[src/rtl/ddrmon_pkg.sv]
// Shared types for the DDR command bus monitor.
package ddrmon_pkg;

    typedef enum logic [3:0] {
        CMD_NOP  = 4'd0,
        CMD_MRS  = 4'd1,
        CMD_EMRS = 4'd2,
        CMD_REF  = 4'd3,
        CMD_SRE  = 4'd4,
        CMD_SRX  = 4'd5,
        CMD_ACT  = 4'd6,
        CMD_RD   = 4'd7,
        CMD_WR   = 4'd8,
        CMD_BST  = 4'd9,
        CMD_PRE  = 4'd10,
        CMD_PREA = 4'd11,
        CMD_PDE  = 4'd12,
        CMD_PDX  = 4'd13
    } cmd_e;

    typedef enum logic [1:0] {
        PWR_ACTIVE = 2'd0,
        PWR_SELF   = 2'd1,
        PWR_PD_ACT = 2'd2,
        PWR_PD_PRE = 2'd3
    } pwr_e;

    typedef enum logic [2:0] {
        V_NONE      = 3'd0,
        V_MRS_GAP   = 3'd1,
        V_MRS_OPEN  = 3'd2,
        V_REF_OPEN  = 3'd3,
        V_ACT_OPEN  = 3'd4,
        V_CLOSED    = 3'd5,
        V_WRAP_BUSY = 3'd6,
        V_CKE_BAD   = 3'd7
    } viol_e;

endpackage

[src/rtl/ddrmon_decode.sv]
// Combinational command decoder.
// Turns chip select, the strobes and the CKE pair into one command.
// Assumes the caller supplies the current power state so that a CKE
// rising edge can be named as a self-refresh exit or a power-down exit.
module ddrmon_decode
    import ddrmon_pkg::*;
(
    input  logic       cke_prev,
    input  logic       cke,
    input  logic       cs_n,
    input  logic       ras_n,
    input  logic       cas_n,
    input  logic       we_n,
    input  logic [1:0] ba,
    input  logic       a10,
    input  pwr_e       pwr,
    output cmd_e       cmd,
    output logic       cke_bad
);

    cmd_e base;

    // Strobe code to command, ignoring CKE
    always_comb begin
        if (cs_n) begin
            base = CMD_NOP;
        end else begin
            case ({ras_n, cas_n, we_n})
                3'b000:  base = (ba == 2'b00) ? CMD_MRS : CMD_EMRS;
                3'b001:  base = CMD_REF;
                3'b011:  base = CMD_ACT;
                3'b101:  base = CMD_RD;
                3'b100:  base = CMD_WR;
                3'b110:  base = CMD_BST;
                3'b010:  base = a10 ? CMD_PREA : CMD_PRE;
                default: base = CMD_NOP;
            endcase
        end
    end

    // CKE transitions turn the base command into power-state commands
    always_comb begin
        cmd     = base;
        cke_bad = 1'b0;
        case ({cke_prev, cke})
            2'b10: begin
                if (base == CMD_REF)      cmd = CMD_SRE;
                else if (base == CMD_NOP) cmd = CMD_PDE;
                else                      cke_bad = 1'b1;
            end
            2'b01: begin
                if (pwr == PWR_SELF)        cmd = CMD_SRX;
                else if (pwr != PWR_ACTIVE) cmd = CMD_PDX;
                else                        cmd = CMD_NOP;
            end
            2'b00:   cmd = CMD_NOP;
            default: cmd = base;
        endcase
    end

endmodule

[src/rtl/ddrmon_banks.sv]
// Per-bank row state with an auto-precharge countdown.
// Assumes accept is low for any flagged command, so only legal
// commands move state. A bank with auto precharge closes when its
// countdown expires.
module ddrmon_banks
    import ddrmon_pkg::*;
#(
    parameter int NBANK     = 4,
    parameter int BURST_CYC = 2
) (
    input  logic                     clk,
    input  logic                     rst_n,
    input  logic                     accept,
    input  cmd_e                     cmd,
    input  logic [$clog2(NBANK)-1:0] bank,
    input  logic                     ap,
    output logic [NBANK-1:0]         open,
    output logic                     wrap_busy
);

    localparam int CW = $clog2(BURST_CYC + 1);

    logic [NBANK-1:0] busy_vec;

    for (genvar i = 0; i < NBANK; i++) begin : g_bank
        logic [CW-1:0] cnt;
        logic          is_wr;
        logic          sel;

        assign sel         = (bank == i[$clog2(NBANK)-1:0]);
        assign busy_vec[i] = (cnt != '0) && is_wr;

        // Open, close and count down one bank
        always_ff @(posedge clk) begin
            if (!rst_n) begin
                open[i] <= 1'b0;
                cnt     <= '0;
                is_wr   <= 1'b0;
            end else if (accept && (cmd == CMD_PREA || (cmd == CMD_PRE && sel))) begin
                open[i] <= 1'b0;
                cnt     <= '0;
                is_wr   <= 1'b0;
            end else if (accept && cmd == CMD_ACT && sel) begin
                open[i] <= 1'b1;
            end else if (accept && (cmd == CMD_RD || cmd == CMD_WR) && sel && ap) begin
                cnt   <= CW'(BURST_CYC);
                is_wr <= (cmd == CMD_WR);
            end else if (cnt != '0) begin
                cnt <= cnt - CW'(1);
                if (cnt == CW'(1)) begin
                    open[i] <= 1'b0;
                    is_wr   <= 1'b0;
                end
            end
        end
    end

    assign wrap_busy = |busy_vec;

endmodule

[src/rtl/ddrmon_rules.sv]
// Issue-rule checker.
// Picks one reason code per cycle from the decoded command, the bank
// state and the mode-set gap counter that it keeps itself.
// Assumes bank state is from before the current edge.
module ddrmon_rules
    import ddrmon_pkg::*;
#(
    parameter int NBANK   = 4,
    parameter int MRS_GAP = 2
) (
    input  logic                     clk,
    input  logic                     rst_n,
    input  cmd_e                     cmd,
    input  logic                     cke_bad,
    input  logic [$clog2(NBANK)-1:0] bank,
    input  logic [NBANK-1:0]         open,
    input  logic                     wrap_busy,
    output viol_e                    code,
    output logic                     accept
);

    localparam int GW = $clog2(MRS_GAP + 1);

    logic [GW-1:0] gap;

    // Priority selection of the reason code
    always_comb begin
        code = V_NONE;
        if (gap != '0 && cmd != CMD_NOP) begin
            code = V_MRS_GAP;
        end else if (cke_bad) begin
            code = V_CKE_BAD;
        end else begin
            case (cmd)
                CMD_MRS, CMD_EMRS: if (|open) code = V_MRS_OPEN;
                CMD_REF, CMD_SRE:  if (|open) code = V_REF_OPEN;
                CMD_ACT:           if (open[bank]) code = V_ACT_OPEN;
                CMD_RD, CMD_WR: begin
                    if (wrap_busy)       code = V_WRAP_BUSY;
                    else if (!open[bank]) code = V_CLOSED;
                end
                default: code = V_NONE;
            endcase
        end
    end

    assign accept = (code == V_NONE);

    // Quiet-gap counter started by an accepted mode set
    always_ff @(posedge clk) begin
        if (!rst_n) begin
            gap <= '0;
        end else if (accept && (cmd == CMD_MRS || cmd == CMD_EMRS)) begin
            gap <= GW'(MRS_GAP);
        end else if (gap != '0) begin
            gap <= gap - GW'(1);
        end
    end

endmodule

[src/rtl/ddr_cmd_monitor.sv]
// DDR SDRAM command bus monitor, top level.
// Decodes the bus, tracks bank and power state, and flags rule breaks.
// Assumes the bus is sampled on the rising edge and that cke_prev_i
// carries CKE from the previous cycle. All outputs are registered.
module ddr_cmd_monitor
    import ddrmon_pkg::*;
#(
    parameter int BURST_LEN = 4,
    parameter int MRS_GAP   = 2
) (
    input  logic       clk,
    input  logic       rst_n,
    input  logic       cke_prev_i,
    input  logic       cke_i,
    input  logic       cs_n_i,
    input  logic       ras_n_i,
    input  logic       cas_n_i,
    input  logic       we_n_i,
    input  logic [1:0] ba_i,
    input  logic       a10_i,
    output logic [3:0] cmd_o,
    output logic [1:0] bank_o,
    output logic       auto_pre_o,
    output logic [3:0] bank_open_o,
    output logic [1:0] pwr_o,
    output logic       viol_o,
    output logic [2:0] viol_code_o
);

    localparam int NBANK     = 4;
    localparam int BURST_CYC = BURST_LEN / 2;

    cmd_e  cmd;
    logic  cke_bad;
    pwr_e  pwr_q;
    viol_e code;
    logic  accept;
    logic  wrap_busy;
    logic  is_access;

    assign is_access = (cmd == CMD_RD) || (cmd == CMD_WR);

    ddrmon_decode u_dec (
        .cke_prev (cke_prev_i),
        .cke      (cke_i),
        .cs_n     (cs_n_i),
        .ras_n    (ras_n_i),
        .cas_n    (cas_n_i),
        .we_n     (we_n_i),
        .ba       (ba_i),
        .a10      (a10_i),
        .pwr      (pwr_q),
        .cmd      (cmd),
        .cke_bad  (cke_bad)
    );

    ddrmon_rules #(.NBANK(NBANK), .MRS_GAP(MRS_GAP)) u_rules (
        .clk       (clk),
        .rst_n     (rst_n),
        .cmd       (cmd),
        .cke_bad   (cke_bad),
        .bank      (ba_i),
        .open      (bank_open_o),
        .wrap_busy (wrap_busy),
        .code      (code),
        .accept    (accept)
    );

    ddrmon_banks #(.NBANK(NBANK), .BURST_CYC(BURST_CYC)) u_banks (
        .clk       (clk),
        .rst_n     (rst_n),
        .accept    (accept),
        .cmd       (cmd),
        .bank      (ba_i),
        .ap        (a10_i),
        .open      (bank_open_o),
        .wrap_busy (wrap_busy)
    );

    // Power state follows accepted entry and exit commands
    always_ff @(posedge clk) begin
        if (!rst_n) begin
            pwr_q <= PWR_ACTIVE;
        end else if (accept) begin
            case (cmd)
                CMD_SRE:          pwr_q <= PWR_SELF;
                CMD_PDE:          pwr_q <= (|bank_open_o) ? PWR_PD_ACT : PWR_PD_PRE;
                CMD_SRX, CMD_PDX: pwr_q <= PWR_ACTIVE;
                default:          pwr_q <= pwr_q;
            endcase
        end
    end

    // Register the decoded view of this cycle
    always_ff @(posedge clk) begin
        if (!rst_n) begin
            cmd_o       <= CMD_NOP;
            bank_o      <= '0;
            auto_pre_o  <= 1'b0;
            viol_o      <= 1'b0;
            viol_code_o <= V_NONE;
        end else begin
            cmd_o       <= cmd;
            bank_o      <= ba_i;
            auto_pre_o  <= is_access && a10_i;
            viol_o      <= !accept;
            viol_code_o <= code;
        end
    end

    assign pwr_o = pwr_q;

endmodule

[config.mk]
export PLATFORM = sky130hd
export DESIGN_NAME = ddr_cmd_monitor
export DESIGN_NICKNAME = d
export VERILOG_FILES = /design/src/rtl/ddrmon_pkg.sv /design/src/rtl/ddrmon_decode.sv /design/src/rtl/ddrmon_banks.sv /design/src/rtl/ddrmon_rules.sv /design/src/rtl/ddr_cmd_monitor.sv
export SDC_FILE = /design/constraint.sdc
export NUM_CORES = 1
export LEC_CHECK = 0
export ABC_AREA = 1
export BUFFER_PORTS_ARGS = -buffer_cell sky130_fd_sc_hd__clkbuf_2
export CORE_ASPECT_RATIO = 1.2
export CORE_UTILIZATION = 50
export CTS_BUF_LIST = sky130_fd_sc_hd__clkbuf_16
export DETAILED_ROUTE_END_ITERATION = 10
export GPL_TIMING_DRIVEN = 0
export MAX_ROUTING_LAYER = met4
export PLACE_DENSITY_LB_ADDON = 0.05
export SLEW_MARGIN = 20
export SYNTH_ARGS = -nofsm -noshare
export SYNTH_HDL_FRONTEND = slang
export SYNTH_HIERARCHICAL = 1
export SYNTH_SLANG_ARGS = --single-unit
[constraint.sdc]
create_clock -name clk -period 3.9 [get_ports clk]
set_input_delay 0 -clock clk [delete_from_list [all_inputs] [get_ports clk]]
set_output_delay 0 -clock clk [all_outputs]
set_load 0.01 [all_outputs]
# [Yosys cells after proc, flatten, opt, wreduce, memory -nomap -nowiden]
# Cells that the tools add are included.
[word_totals] input_bits=11 wordCells=208 ff_bits=31
[op_classes] n_reduce_logical=90 eq_ne=33 n_addsub=5 muxes=54 n_bitwise=5 magnitude_cmp=1
[op_table] cell="2-bit nonzero test" count=23
[op_table] cell="1-bit logical AND" count=29
[op_table] cell="4-bit case mux with 7 select lines" count=1
[op_table] cell="1-bit two-way mux" count=26
[op_table] cell="2-bit two-way mux" count=13
[op_table] cell="3-bit AND reduction" count=8
[op_table] cell="4-bit equality test, second input constant" count=5
[op_table] cell="4-bit two-way mux" count=5
[op_table] cell="2-bit OR reduction" count=9
[op_table] cell="4-bit by 3-bit equality test with 1-bit output, second input constant" count=4
[op_table] cell="3-bit two-way mux" count=5
[op_table] cell="2-bit by 1-bit equality test with 1-bit output, second input constant" count=7
[op_table] cell="4-bit by 2-bit equality test with 1-bit output, second input constant" count=3
[op_table] cell="3-bit case mux with 4 select lines" count=1
[op_table] cell="4-bit case mux with 3 select lines" count=1
[op_table] cell="2-bit AND reduction" count=5
[op_table] cell="2-bit by 1-bit subtractor with 2-bit output, second input constant" count=5
[op_table] cell="3-bit equality test, second input constant" count=3
[op_table] cell="2-bit by 1-bit != test with 1-bit output, second input constant" count=4
[op_table] cell="4-bit OR reduction" count=2
[op_table] cell="2-bit equality test, second input constant" count=3
[op_table] cell="3-bit by 2-bit equality test with 1-bit output, second input constant" count=2
[op_table] cell="3-bit zero test" count=2
[op_table] cell="1-bit logical OR" count=6
[op_table] cell="11 further kinds" count=16

# [Depth between registers and ports, before layout]
# Gate-level depths: netlist (run 1).
[depth] word_depth=19 mapped_depth=28 depth_no_buf=28

# [Cells and area by module]
# Netlist (run 1), hierarchy kept.
[modules_own_cells] mod="ddrmon_banks" instances=1 seq_area_each_um2=320.3 area_per_inst_um2=1059.8 cells_per_inst=165
[modules_own_cells] mod="ddr_cmd_monitor" instances=1 seq_area_each_um2=260.2 area_per_inst_um2=449.2 cells_per_inst=57
[modules_own_cells] mod="ddrmon_rules" instances=1 seq_area_each_um2=40.0 area_per_inst_um2=342.8 cells_per_inst=61
[modules_own_cells] mod="ddrmon_decode" instances=1 seq_area_each_um2=0.0 area_per_inst_um2=244.0 cells_per_inst=57

# [Worst setup path before layout (run 1)]
# No wires, ideal clock.
[synth_timing] path_kind="register -> register" from="register pwr_q[0] (netlist: pwr_o[0])" to="register u_banks.g_bank[0].cnt[0]" required_ps=3787 n_path_buf=0 path_slack_ps=1126 period_less_slack_ps=2774 arrival_time_ps=2661 setup_ps=113 path_stages_with_launch=19 cell_sequence="dfxtp_1 o21ai_0 o221ai_1 nor2_2 inv_1 o22ai_2 nand2_2 nor2_4 inv_2 nor3_2 inv_2 nor2_2 nand3_1 nand2_4 nand2_2 nand2_1 nand2_1 o21ai_1 nor2_1"
[synth_between] elab_chain_cells=15
[synth_lines] item="from (decl)" line_no="ddr_cmd_monitor.sv:35" source="pwr_e pwr_q;"
[synth_lines] item="from (signal assigned)" line_no="ddr_cmd_monitor.sv:87" source="CMD_PDE: pwr_q <= (|bank_open_o) ? PWR_PD_ACT : PWR_PD_PRE;"
[synth_lines] item="from (signal assigned)" line_no="ddr_cmd_monitor.sv:89" source="default: pwr_q <= pwr_q;"
[synth_lines] item="2-bit nonzero test" line_no="ddrmon_decode.sv:53" source="else if (pwr != PWR_ACTIVE) cmd = CMD_PDX;"
[synth_lines] item="4-bit two-way mux" line_no="ddrmon_decode.sv:53"
[synth_lines] item="4-bit two-way mux (*)" line_no="ddrmon_decode.sv:52" source="if (pwr == PWR_SELF) cmd = CMD_SRX;"
[synth_lines] item="4-bit case mux with 3 select lines (*)" line_no="ddrmon_decode.sv:45" source="case ({cke_prev, cke})"
[synth_lines] item="net cmd[2]" line_no="ddr_cmd_monitor.sv:33" source="cmd_e cmd;"
[synth_lines] item="4-bit by 3-bit equality test with 1-bit output (tied with other cells)" line_no="ddrmon_rules.sv:34" source="case (cmd)"
[synth_lines] item="2-bit OR reduction" line_no="ddrmon_rules.sv:34"
[synth_lines] item="3-bit case mux with 4 select lines" line_no="ddrmon_rules.sv:34"
[synth_lines] item="3-bit two-way mux" line_no="ddrmon_rules.sv:31" source="end else if (cke_bad) begin"
[synth_lines] item="3-bit two-way mux (*)" line_no="ddrmon_rules.sv:29" source="if (gap != '0 && cmd != CMD_NOP) begin"
[synth_lines] item="net code[0]" line_no="ddr_cmd_monitor.sv:36" source="viol_e code;"
[synth_lines] item="3-bit zero test (*)" line_no="ddrmon_rules.sv:47" source="assign accept = (code == V_NONE);"
[synth_lines] item="net accept" line_no="ddr_cmd_monitor.sv:37" source="logic accept;"
[synth_lines] item="1-bit logical AND (3 in a row)" line_no="ddrmon_banks.sv:45" source="end else if (accept && (cmd == CMD_RD || cmd == CMD_WR) && sel && ap) begin"
[synth_lines] item="2-bit nonzero test (no line)"
[synth_lines] item="2-bit AND reduction (no line)"
[synth_lines] item="to (signal assigned)" line_no="ddrmon_banks.sv:46" source="cnt <= CW'(BURST_CYC);"
[synth_lines] item="to (signal assigned)" line_no="ddrmon_banks.sv:49" source="cnt <= cnt - CW'(1);"
[synth_lines] item="to (decl)" line_no="ddrmon_banks.sv:26" source="logic [CW-1:0] cnt;"
# The timed path passes the listed nets; every way through them passes the cells marked *.
# A chain may end at the register's enable or synchronous reset.

# [Worst setup path in the final report (run 1)]
# Ends and elaborated chain as after synthesis.

==> results of run 1 <==
[report_power, final]
part           switching, mW  leakage, nW  internal, mW  total, mW
registers             0.0273        0.254         0.365      0.392
logic                  0.248         1.03         0.146      0.394
clock network          0.132       0.0812         0.297      0.429
[final cells by class]
type	count	area share [%]
well taps	54	2.744
plain buffers	1	0.3049
flip-flops and latches	31	25.20
inverters	70	10.67
repair buffers	27	5.488
clock inverters	3	1.575
clock buffers	5	5.081
multi-input cells	238	48.93
[path summary, 6_finish.rpt]
| check | startpoint | endpoint | slack (ps) | cells after the start |
|---|---|---|---|---|
| setup / recovery | pwr_o[0]$_SDFFE_PN0P_ | u_banks/g_bank[0].cnt[0]$_SDFFE_PP0P_ | 560 | 17 |
| hold / removal | ba_i[1] | bank_o[1]$_SDFF_PN0_ | 50 | 3 |
| setup reg to reg | pwr_o[0]$_SDFFE_PN0P_ | u_banks/g_bank[0].cnt[0]$_SDFFE_PP0P_ | 560 | 17 |
| hold reg to reg | u_banks/g_bank[1].is_wr$_SDFFE_PP0P_ | u_banks/g_bank[1].is_wr$_SDFFE_PP0P_ | 460 | 2 |
[logic make-up after synthesis]
group | count (synthesis) | share of synthesized area [%]
compound gates | 36 | 9.612
fa+ha+maj | 8 | 4.776
buf+inv | 71 | 12.90
flops | 31 | 29.61
simple gates | 194 | 43.11
[synth_stat cells, types with 2 or more instances]
master     n
inv_2      6
nand3_2    7
a21oi_2    2
ha_1       8
o21ai_1    8
nand4_1   11
nand2_1  107
nand3_1   20
inv_1     63
dfxtp_1   31
nor2_2     8
nor2_1    28
nand2_2    6
o21ai_0    3
a21oi_1   20
[through the flow]
step / cells / worst slack, ps / hold slack, ps / util (%)
2_1_floorplan: 340 / 1126 / 97.63 / -
3_3_place_gp: 421 / 551.1 / 319.4 / 57.86
3_5_place_dp: 421 / 540.5 / 323.3 / 57.86
4_1_cts: 429 / 547.7 / 38.77 / 61.98
5_1_grt: 429 / 175.6 / 78.92 / 61.98
6_report: 429 / 561.0 / 46.04 / 61.98
[sequential cells by signal, summed over array words and instances (netlist names)]
register / count
viol_code_o: 3
pwr_o: 2
u_banks/g_bank.is_wr: 4
cmd_o: 4
u_rules/gap: 2
u_banks/g_bank.cnt: 8
auto_pre_o: 1
bank_o: 2
u_banks/open: 4
viol_o: 1
[worst reg2reg max path, cell delays in order (launching register included)]
cell	delay [ps]
dfxtp_1	320
o21ai_0	250
o221ai_1	490
nor2_2	290
inv_1	70
o22ai_2	150
nand2_2	90
nor2_4	130
inv_2	50
nor3_2	490
inv_2	60
nor2_2	110
and3_1	260
nand2_1	130
nand2_1	140
clkinv_1	90
nor2_1	90
nor2_1	50
[routing by layer]
metal	vias up	share of wire (%)	wire length (µm)
li1	1125	-	-
met1	918	44	1941
met2	26	52	2291
met3	8	2.4	107
met4	0	1.7	75
met5	-	0	0
==> run summary, run 1 <==
Drt wl/cell = 10.29 µm
Startpoint Class = flop
DR iter-0 viols = 92
Largest net degree at the start of global routing = 13
CP Data Required Time = 4070 ps
RSZ-0062 raised after global routing = false
Max Fclk = 0.2995 GHz
Endpoint class of the critical path = flop
CTS tree = built
Final hold vios = 0
Synth Flop Type = dfxtp_1
Top cell type's share of synthesized area = 29.61%
Crit path largest cell delay = 490 ps
Netlist cell types = 27
Busiest grt layer = met2
Design Power = 1.215 mW
Clock transition at the registers of the reported paths = 50 ps
Seq/Total Area, Yosys = 29.61%
Detailed Place HPWL = 3412 µm
CTS Buf Count = 5
Mapped Cells = 340
Post-synth EDFFs = 0
Met3 GRT Util = 4.255%
Max Slew Vio Count = 0
GRT overflow = 0
Leading area contributor after synthesis = dfxtp_1
Io pins = 28
Crit Path Class = flop to flop
Routability cong. = 0.8528
Multi-input logic area = 1205 µm²
Critical-path top delay cell = o221ai_1
Clock Path Buffers = 2
Post-CTS Resized = 0
Final WL = 4415 µm
Largest cells by area after synthesis = dfxtp_1, nand2_1, inv_1
Crit path max-delay family = simple AND/OR/NAND/NOR gates
# hold bufs at CTS = 0
# H-tree levels = 2
CTS root buf = clkbuf_16
Total GRT Usage = 22.92%
Core Footprint = 3973 µm²
Row count = 25
DR DRC count = 0
Maximum VDD drop = 0.0003820 V
Leakage = 1.365 nW
# port buffers = 27
Area delta synth->final = 17.49%
Max-cap violations = 0
Met1 usage = 25.74%
Nets = 393
Fill cells = 406
Crit path buffers/inverters = 4
ANT nets after route = 0
Avg Synthesized Cell Area = 6.164 µm²
CP max FO = 10
Mapped Area = 2096 µm²
Crit path cell chain = o21ai_0, o221ai_1, nor2_2, inv_1, o22ai_2, nand2_2, nor2_4, inv_2, nor3_2, inv_2, nor2_2, and3_1, nand2_1, nand2_1, clkinv_1, nor2_1, nor2_1
Die area = 4455 µm²
Setup violators final = 0
Die H = 72.92 µm
Worst-Margin Slew = 985.2 ps
Initial core utilization = 52.76%
Most frequent cells in the layout = nand2_1, inv_1, dfxtp_1
Mapped Nets = 359
Skew final = 6.329 ps
Fin area = 2462 µm²
Status = completed
Synthesis-stage register bit count = 31
Vias/cell = 4.841
Total negative slack = 0 ps
PwrDens = 493.2 nW/µm²
WP data arrival = 3510 ps
Async set or reset register ratio after synthesis = 0%
Total vias in the final route = 2077
Slew Limit Headroom = 34.32%
DRT Pass-1 Iters = 4
# diodes = 0
GR Util met2 = 39.25%
Register area = 620.6 µm²
Clock sinks = 31
Die Wd = 61.10 µm
Yosys warns = 6
Initial antenna violation count = 0
Postcts setup bufs = 0
Share of layout cells above drive strength 1 = 18.67%
Placed Area = 2298 µm²
Clock latency on the worst-skew pair = 270 ps
Post-layout min period = 3339 ps
HP Class = primary input to flop
Commonest non-fill, non-tap cell in the layout = nand2_1
First-pass GRT wire length = 7569 µm
Vias in the first global route = 1853
Final period util = 85.62%
No activity file was read; power rests on OpenSTA's default activity.
==> run 2: changes to the inputs <==
- PLACE_DENSITY_LB_ADDON: 0.05 -> 0.1
==> run summary, run 2 (synthesis gave the netlist of run 1 again) <==
Final hold vios = 0 (unchanged)
Clock latency on the worst-skew pair = 270 ps (about the same)
Total negative slack = 0 ps (unchanged)
First-pass GRT wire length = 7631 µm (+0.82%)
Max-cap violations = 0 (unchanged)
Pre-CTS WS = 561.1 ps (+20.55 ps)
P_sw = 409.8 µW (+0.66%)
Critical-path top delay cell = o221ai_1
Drt wl/cell = 10.26 µm (-0.27%)
Final WS setup = 522.4 ps (-38.58 ps)
Clock share of power = 35.0% (-0.3 points)
Hold EP = bank_o[1]$_SDFF_PN0_
# H-tree levels = 2 (unchanged)
# port buffers = 27 (unchanged)
# hold bufs at CTS = 0 (unchanged)
Largest Register = u_banks/g_bank.cnt
Clock sinks = 31 (unchanged)
Fill cells = 393 (-3.2%)
Worst reg2reg path startpoint = pwr_o[0]$_SDFFE_PN0P_
Crit path cell chain = o21ai_0, o221ai_1, inv_2, nor2_2, nand2_1, nand2_2, nand3_2, nand2_1, nor2_4, inv_2, nor3_2, inv_2, nor2_2, and3_1, nand2_1, nand2_1, clkinv_1, nor2_1, nor2_1
Worst-Margin Slew = 1005 ps (+19.50 ps)
HP Start = ba_i[1]
Comb power frac = 32.9% (+0.5 points)
ANT nets after route = 0 (unchanged)
Skew final = 5.824 ps (-0.5052 ps)
Die Wd = 61.10 µm (unchanged)
PwrDens = 494.8 nW/µm² (+0.31%)
Initial core utilization = 52.76% (unchanged)
R2R Setup Slk = 520 ps (-40 ps)
Slew Limit Headroom = 33.02% (-1.3 points)
Detailed Place HPWL = 3333 µm (-2.3%)
CP max FO = 10 (unchanged)
Hold Crit Depth = 3 (unchanged)
Crit-path most repeated cell = nand2_1
Layout Utilization = 61.98% (unchanged)
Internal = 808.5 µW (+0.14%)
Vias/cell = 4.809 (-0.67%)
Nets = 393 (unchanged)
Placed cells = 421 (unchanged)
Clock Path Buffers = 2 (unchanged)
Clock transition at the registers of the reported paths = 50 ps (about the same)
Endpoint class of the critical path = flop
Worst Reg-to-Reg Cells = 19 (+2)
CTS tree = built
Postcts setup bufs = 0 (unchanged)
Flop pwr share = 32.1% (-0.2 points)
WP data arrival = 3540 ps (+30 ps)
Largest net degree at the start of global routing = 13 (unchanged)
CTS Buf Count = 5 (unchanged)
Routability cong. = 0.8184 (-4.0%)
# diodes = 0 (unchanged)
Maximum VDD drop = 0.0003458 V (-9.5%)
HP Class = primary input to flop
Die H = 72.92 µm (unchanged)
Startpoint Class = flop
Vias in the first global route = 1858 (+0.27%)
Post-CTS Resized = 0 (unchanged)
Critical path origin = pwr_o[0]$_SDFFE_PN0P_
Final period util = 86.60% (+0.99 points)
Max Fclk = 0.2961 GHz (-1.1%)
GRT overflow = 0 (unchanged)
DRT Pass-1 Iters = 4 (unchanged)
Commonest non-fill, non-tap cell in the layout = nand2_1
Sw Ratio = 33.64% (+0.11 points)
Total vias in the final route = 2063 (-0.67%)
CP Data Required Time = 4070 ps (about the same)
Post-layout min period = 3378 ps (+38.58 ps)
Setup violators final = 0 (unchanged)
DR DRC count = 0 (unchanged)
Max FFs per register = 8 (unchanged)
CTS root buf = clkbuf_16
Initial antenna violation count = 0 (unchanged)
Placed Area = 2298 µm² (unchanged)
Share of layout cells above drive strength 1 = 18.67% (unchanged)
DR iter-0 viols = 93 (+1.1%)
Area delta synth->final = 17.49% (unchanged)
Most frequent cells in the layout = nand2_1, inv_1, dfxtp_1
Core Footprint = 3973 µm² (unchanged)
Crit path largest cell delay = 490 ps (about the same)
Leakage = 1.365 nW (unchanged)
Io pins = 28 (unchanged)
Design Power = 1.218 mW (+0.31%)
Crit Path Class = flop to flop
RSZ-0062 raised after global routing = false
Final Instance Count excl. Fillers = 429 (unchanged)
Total GRT Usage = 23.14% (+0.22 points)
Max Slew Vio Count = 0 (unchanged)
Worst reg2reg path endpoint = u_banks/g_bank[0].cnt[0]$_SDFFE_PP0P_
Die area = 4455 µm² (unchanged)
Status = completed
Row count = 25 (unchanged)
Final hold slack = 42.79 ps (-3.245 ps)
Fin area = 2462 µm² (unchanged)
Final WL = 4403 µm (-0.27%)
[run 2: cell counts in the layout (fill, tap and decap cells not counted)]
Identical to the previous run, type by type.
[run 2: cell type report]
cell class                 instances  area (µm²)  share of cell area (%)
buffer                             1       7.507                  0.3049
clock buffer                       5       125.1                   5.081
clock inverter                     3       38.79                   1.575
inverter                          70       262.8                   10.67
multi-input combinational        238        1205                   48.93
sequential                        31       620.6                   25.20
tap                               54       67.56                   2.744
timing repair buffer              27       135.1                   5.488
[run 2: critical path: cells and delay by family (launching register included)]
family / cells / cell delay (ps)
buffers and inverters: 4 / 390
AO/OA/AOI/OAI: 2 / 710
AND/OR/NAND/NOR: 13 / 1820
flip-flops: 1 / 320
[run 2: per-layer routing]
metal / track usage, % / up-vias / part of all wire (%)
met5: - / - / 0
met4: 7.828 / 0 / 1.4
met3: 4.965 / 6 / 2.4
met2: 37.80 / 33 / 49
met1: 27.70 / 899 / 47
li1: - / 1125 / -
[run 2: worst max path at each step]
| stage | endpoint | cells after the start |
|---|---|---|
| floorplan | u_banks/g_bank[0].cnt[0]$_SDFFE_PP0P_ | 18 |
| global placement | u_banks/g_bank[0].cnt[1]$_SDFFE_PP0P_ | 21 |
| detailed placement | u_banks/g_bank[0].cnt[0]$_SDFFE_PP0P_ | 20 |
| CTS | u_banks/g_bank[0].cnt[0]$_SDFFE_PP0P_ | 17 |
| global route | u_banks/g_bank[0].cnt[1]$_SDFFE_PP0P_ | 18 |
| finish | u_banks/g_bank[0].cnt[0]$_SDFFE_PP0P_ | 19 |
[run 2: power by group through the flow]
stage	Combinational, mW	Clock, mW	Sequential [mW]
after floorplan	0.311	0	0.398
after global placement	0.388	0	0.396
after detailed placement	0.396	0	0.398
after CTS	0.400	0.438	0.391
after global routing	0.474	0.456	0.398
final	0.401	0.427	0.391
==> run 3: changes to the inputs <==
- BUFFER_PORTS_ARGS: -buffer_cell sky130_fd_sc_hd__clkbuf_2 -> unset
- DONT_BUFFER_PORTS: unset -> 1
==> run summary, run 3 (synthesis gave the netlist of run 1 again) <==
Sw Ratio = 35.05% (+1.4 points)
GRT overflow = 0 (unchanged)
Clock Path Buffers = 2 (unchanged)
Commonest non-fill, non-tap cell in the layout = nand2_1
# port buffers = 0 (-100%)
Internal = 737.9 µW (-8.7%)
Register area = 620.6 µm² (unchanged)
CP max FO = 10 (unchanged)
Worst-Margin Slew = 1015 ps (+10.17 ps)
Nets = 371 (-5.6%)
Skew final = 2.854 ps (-2.970 ps)
Fill cells = 415 (+5.6%)
Crit path buffers/inverters = 3 (-1)
Largest net degree at the start of global routing = 13 (unchanged)
Routability cong. = 0.8427 (+3.0%)
Total negative slack = 0 ps (unchanged)
Clock latency on the worst-skew pair = 270 ps (about the same)
HP Class = primary input to flop
Total GRT Usage = 23.33% (+0.19 points)
Die H = 72.92 µm (unchanged)
CTS Buf Count = 5 (unchanged)
Post-layout min period = 3409 ps (+31.74 ps)
Row count = 25 (unchanged)
# H-tree levels = 2 (unchanged)
Final period util = 87.42% (+0.81 points)
DR iter-0 viols = 118 (+27%)
Crit path largest cell delay = 500 ps (about the same)
CTS tree = built
Max Fclk = 0.2933 GHz (-0.93%)
WP data arrival = 3580 ps (+40 ps)
CTS root buf = clkbuf_16
Die Wd = 61.10 µm (unchanged)
Met1 WL = 1936 µm (-7.0%)
Slew Limit Headroom = 32.34% (-0.68 points)
RSZ-0062 raised after global routing = false
Vias in the first global route = 1960 (+5.5%)
Setup violators final = 0 (unchanged)
Flop pwr share = 35.0% (+2.9 points)
Max Slew Vio Count = 0 (unchanged)
Core Footprint = 3973 µm² (unchanged)
# hold bufs at CTS = 5 (+5)
Crit path cell chain = o21ai_0, o221ai_1, nor2_2, inv_1, o22ai_2, nand2_2, nor2_4, inv_2, nor3_2, inv_2, nor2_2, nand3_1, nand2_4, nand2_2, nand2_1, nand2_1, o21ai_1, nor2_1
Startpoint Class = flop
Comb power frac = 33.1% (+0.2 points)
CP Data Required Time = 4070 ps (about the same)
Clock transition at the registers of the reported paths = 50 ps (about the same)
Status = completed
Multi-input logic area = 1205 µm² (unchanged)
Area delta synth->final = 12.30%
First-pass GRT wire length = 7700 µm (+0.90%)
Vias/cell = 4.943 (+2.8%)
Met3 WL = 137 µm (+28%)
Detailed Place HPWL = 3305 µm (-0.82%)
Met2 routed wirelength = 2221 µm (+3.2%)
DR DRC count = 0 (unchanged)
Leakage = 1.258 nW (-7.9%)
Final hold slack = 2.572 ps (-40.22 ps)
Post-CTS Resized = 0 (unchanged)
Most frequent cells in the layout = nand2_1, inv_1, dfxtp_1
Largest Register = u_banks/g_bank.cnt
Critical-path top delay cell = nor3_2
Initial antenna violation count = 0 (unchanged)
# diodes = 0 (unchanged)
Share of layout cells above drive strength 1 = 12.46% (-6.2 points)
Drt wl/cell = 10.88 µm (+6.1%)
DRT Pass-1 Iters = 4 (unchanged)
Max FFs per register = 8 (unchanged)
Max Used Layer = met4
Max-cap violations = 0 (unchanged)
Postcts setup bufs = 0 (unchanged)
Crit path max-delay family = simple AND/OR/NAND/NOR gates
Final WL = 4430 µm (+0.61%)
Final hold vios = 0 (unchanged)
Clock sinks = 31 (unchanged)
Endpoint class of the critical path = flop
P_sw = 398.2 µW (-2.8%)
Die area = 4455 µm² (unchanged)
PwrDens = 482.7 nW/µm² (-2.4%)
Crit Path Class = flop to flop
Clock share of power = 31.9% (-3.1 points)
Initial core utilization = 52.76% (unchanged)
ANT nets after route = 0 (unchanged)
Total vias in the final route = 2012 (-2.5%)
Maximum VDD drop = 0.0003726 V (+7.7%)
Io pins = 28 (unchanged)
## run 3: cell count changes in the layout (fill, tap and decap cells not counted)
cell	change
clkinv_1	-1
clkbuf_2	-27
dlygate4sd3_1	+5
clkinv_2	+2
bufinv_16	-1
## run 3: per-stage QoR
step	total power, mW	util (%)	setup slack (ps)	std cells	area [µm²]
after floorplan	0.7088	-	1126	340	2096
after global placement	0.7654	54.46	519.4	394	2163
after detailed placement	0.7751	54.46	544.8	394	2163
after CTS	1.150	59.24	521.6	407	2354
after global routing	1.244	59.24	146.0	407	2354
final	1.136	59.24	490.7	407	2354
## run 3: worst paths after layout
path         slack, ps                                     to                   startpoint  depth (start not counted)
max reg2reg        490  u_banks/g_bank[0].cnt[1]$_SDFFE_PP0P_        pwr_o[0]$_SDFFE_PN0P_                         18
min reg2reg        460            u_rules/gap[0]$_SDFFE_PP0P_  u_rules/gap[0]$_SDFFE_PP0P_                          1
min                  3   u_banks/g_bank[0].is_wr$_SDFFE_PP0P_                        a10_i                          4
max                490  u_banks/g_bank[0].cnt[1]$_SDFFE_PP0P_        pwr_o[0]$_SDFFE_PN0P_                         18
## run 3: final cells by class
type / count / area share, %
plain buffers: 1 / 0.3190
inverters: 70 / 11.16
well taps: 54 / 2.871
repair buffers: 5 / 2.127
multi-input cells: 238 / 51.20
clock buffers: 5 / 5.316
flip-flops and latches: 31 / 26.37
clock inverters: 3 / 0.6380
## run 3: power by group through the flow
stage | clock [mW] | combinational, mW | sequential (mW)
6_report | 0.363 | 0.376 | 0.397
3_3_place_gp | 0 | 0.362 | 0.403
3_5_place_dp | 0 | 0.371 | 0.404
2_1_floorplan | 0 | 0.311 | 0.398
4_1_cts | 0.373 | 0.379 | 0.398
5_1_grt | 0.385 | 0.454 | 0.405
## run 3: per-layer routing
metal	vias to the layer above	track usage, %
li1	1076	-
met1	894	24.10
met2	31	40.94
met3	11	5.142
met4	0	10.61
met5	-	-
## run 3: worst reg2reg max path, stage by stage, from the launching register on
cell and delay (ps):
dfxtp_1 350, o21ai_0 230, o221ai_1 490, nor2_2 290, inv_1 70, o22ai_2 150
nand2_2 90, nor2_4 130, inv_2 50, nor3_2 500, inv_2 60, nor2_2 130
nand3_1 140, nand2_4 200, nand2_2 100, nand2_1 70, nand2_1 80, o21ai_1 130
nor2_1 50
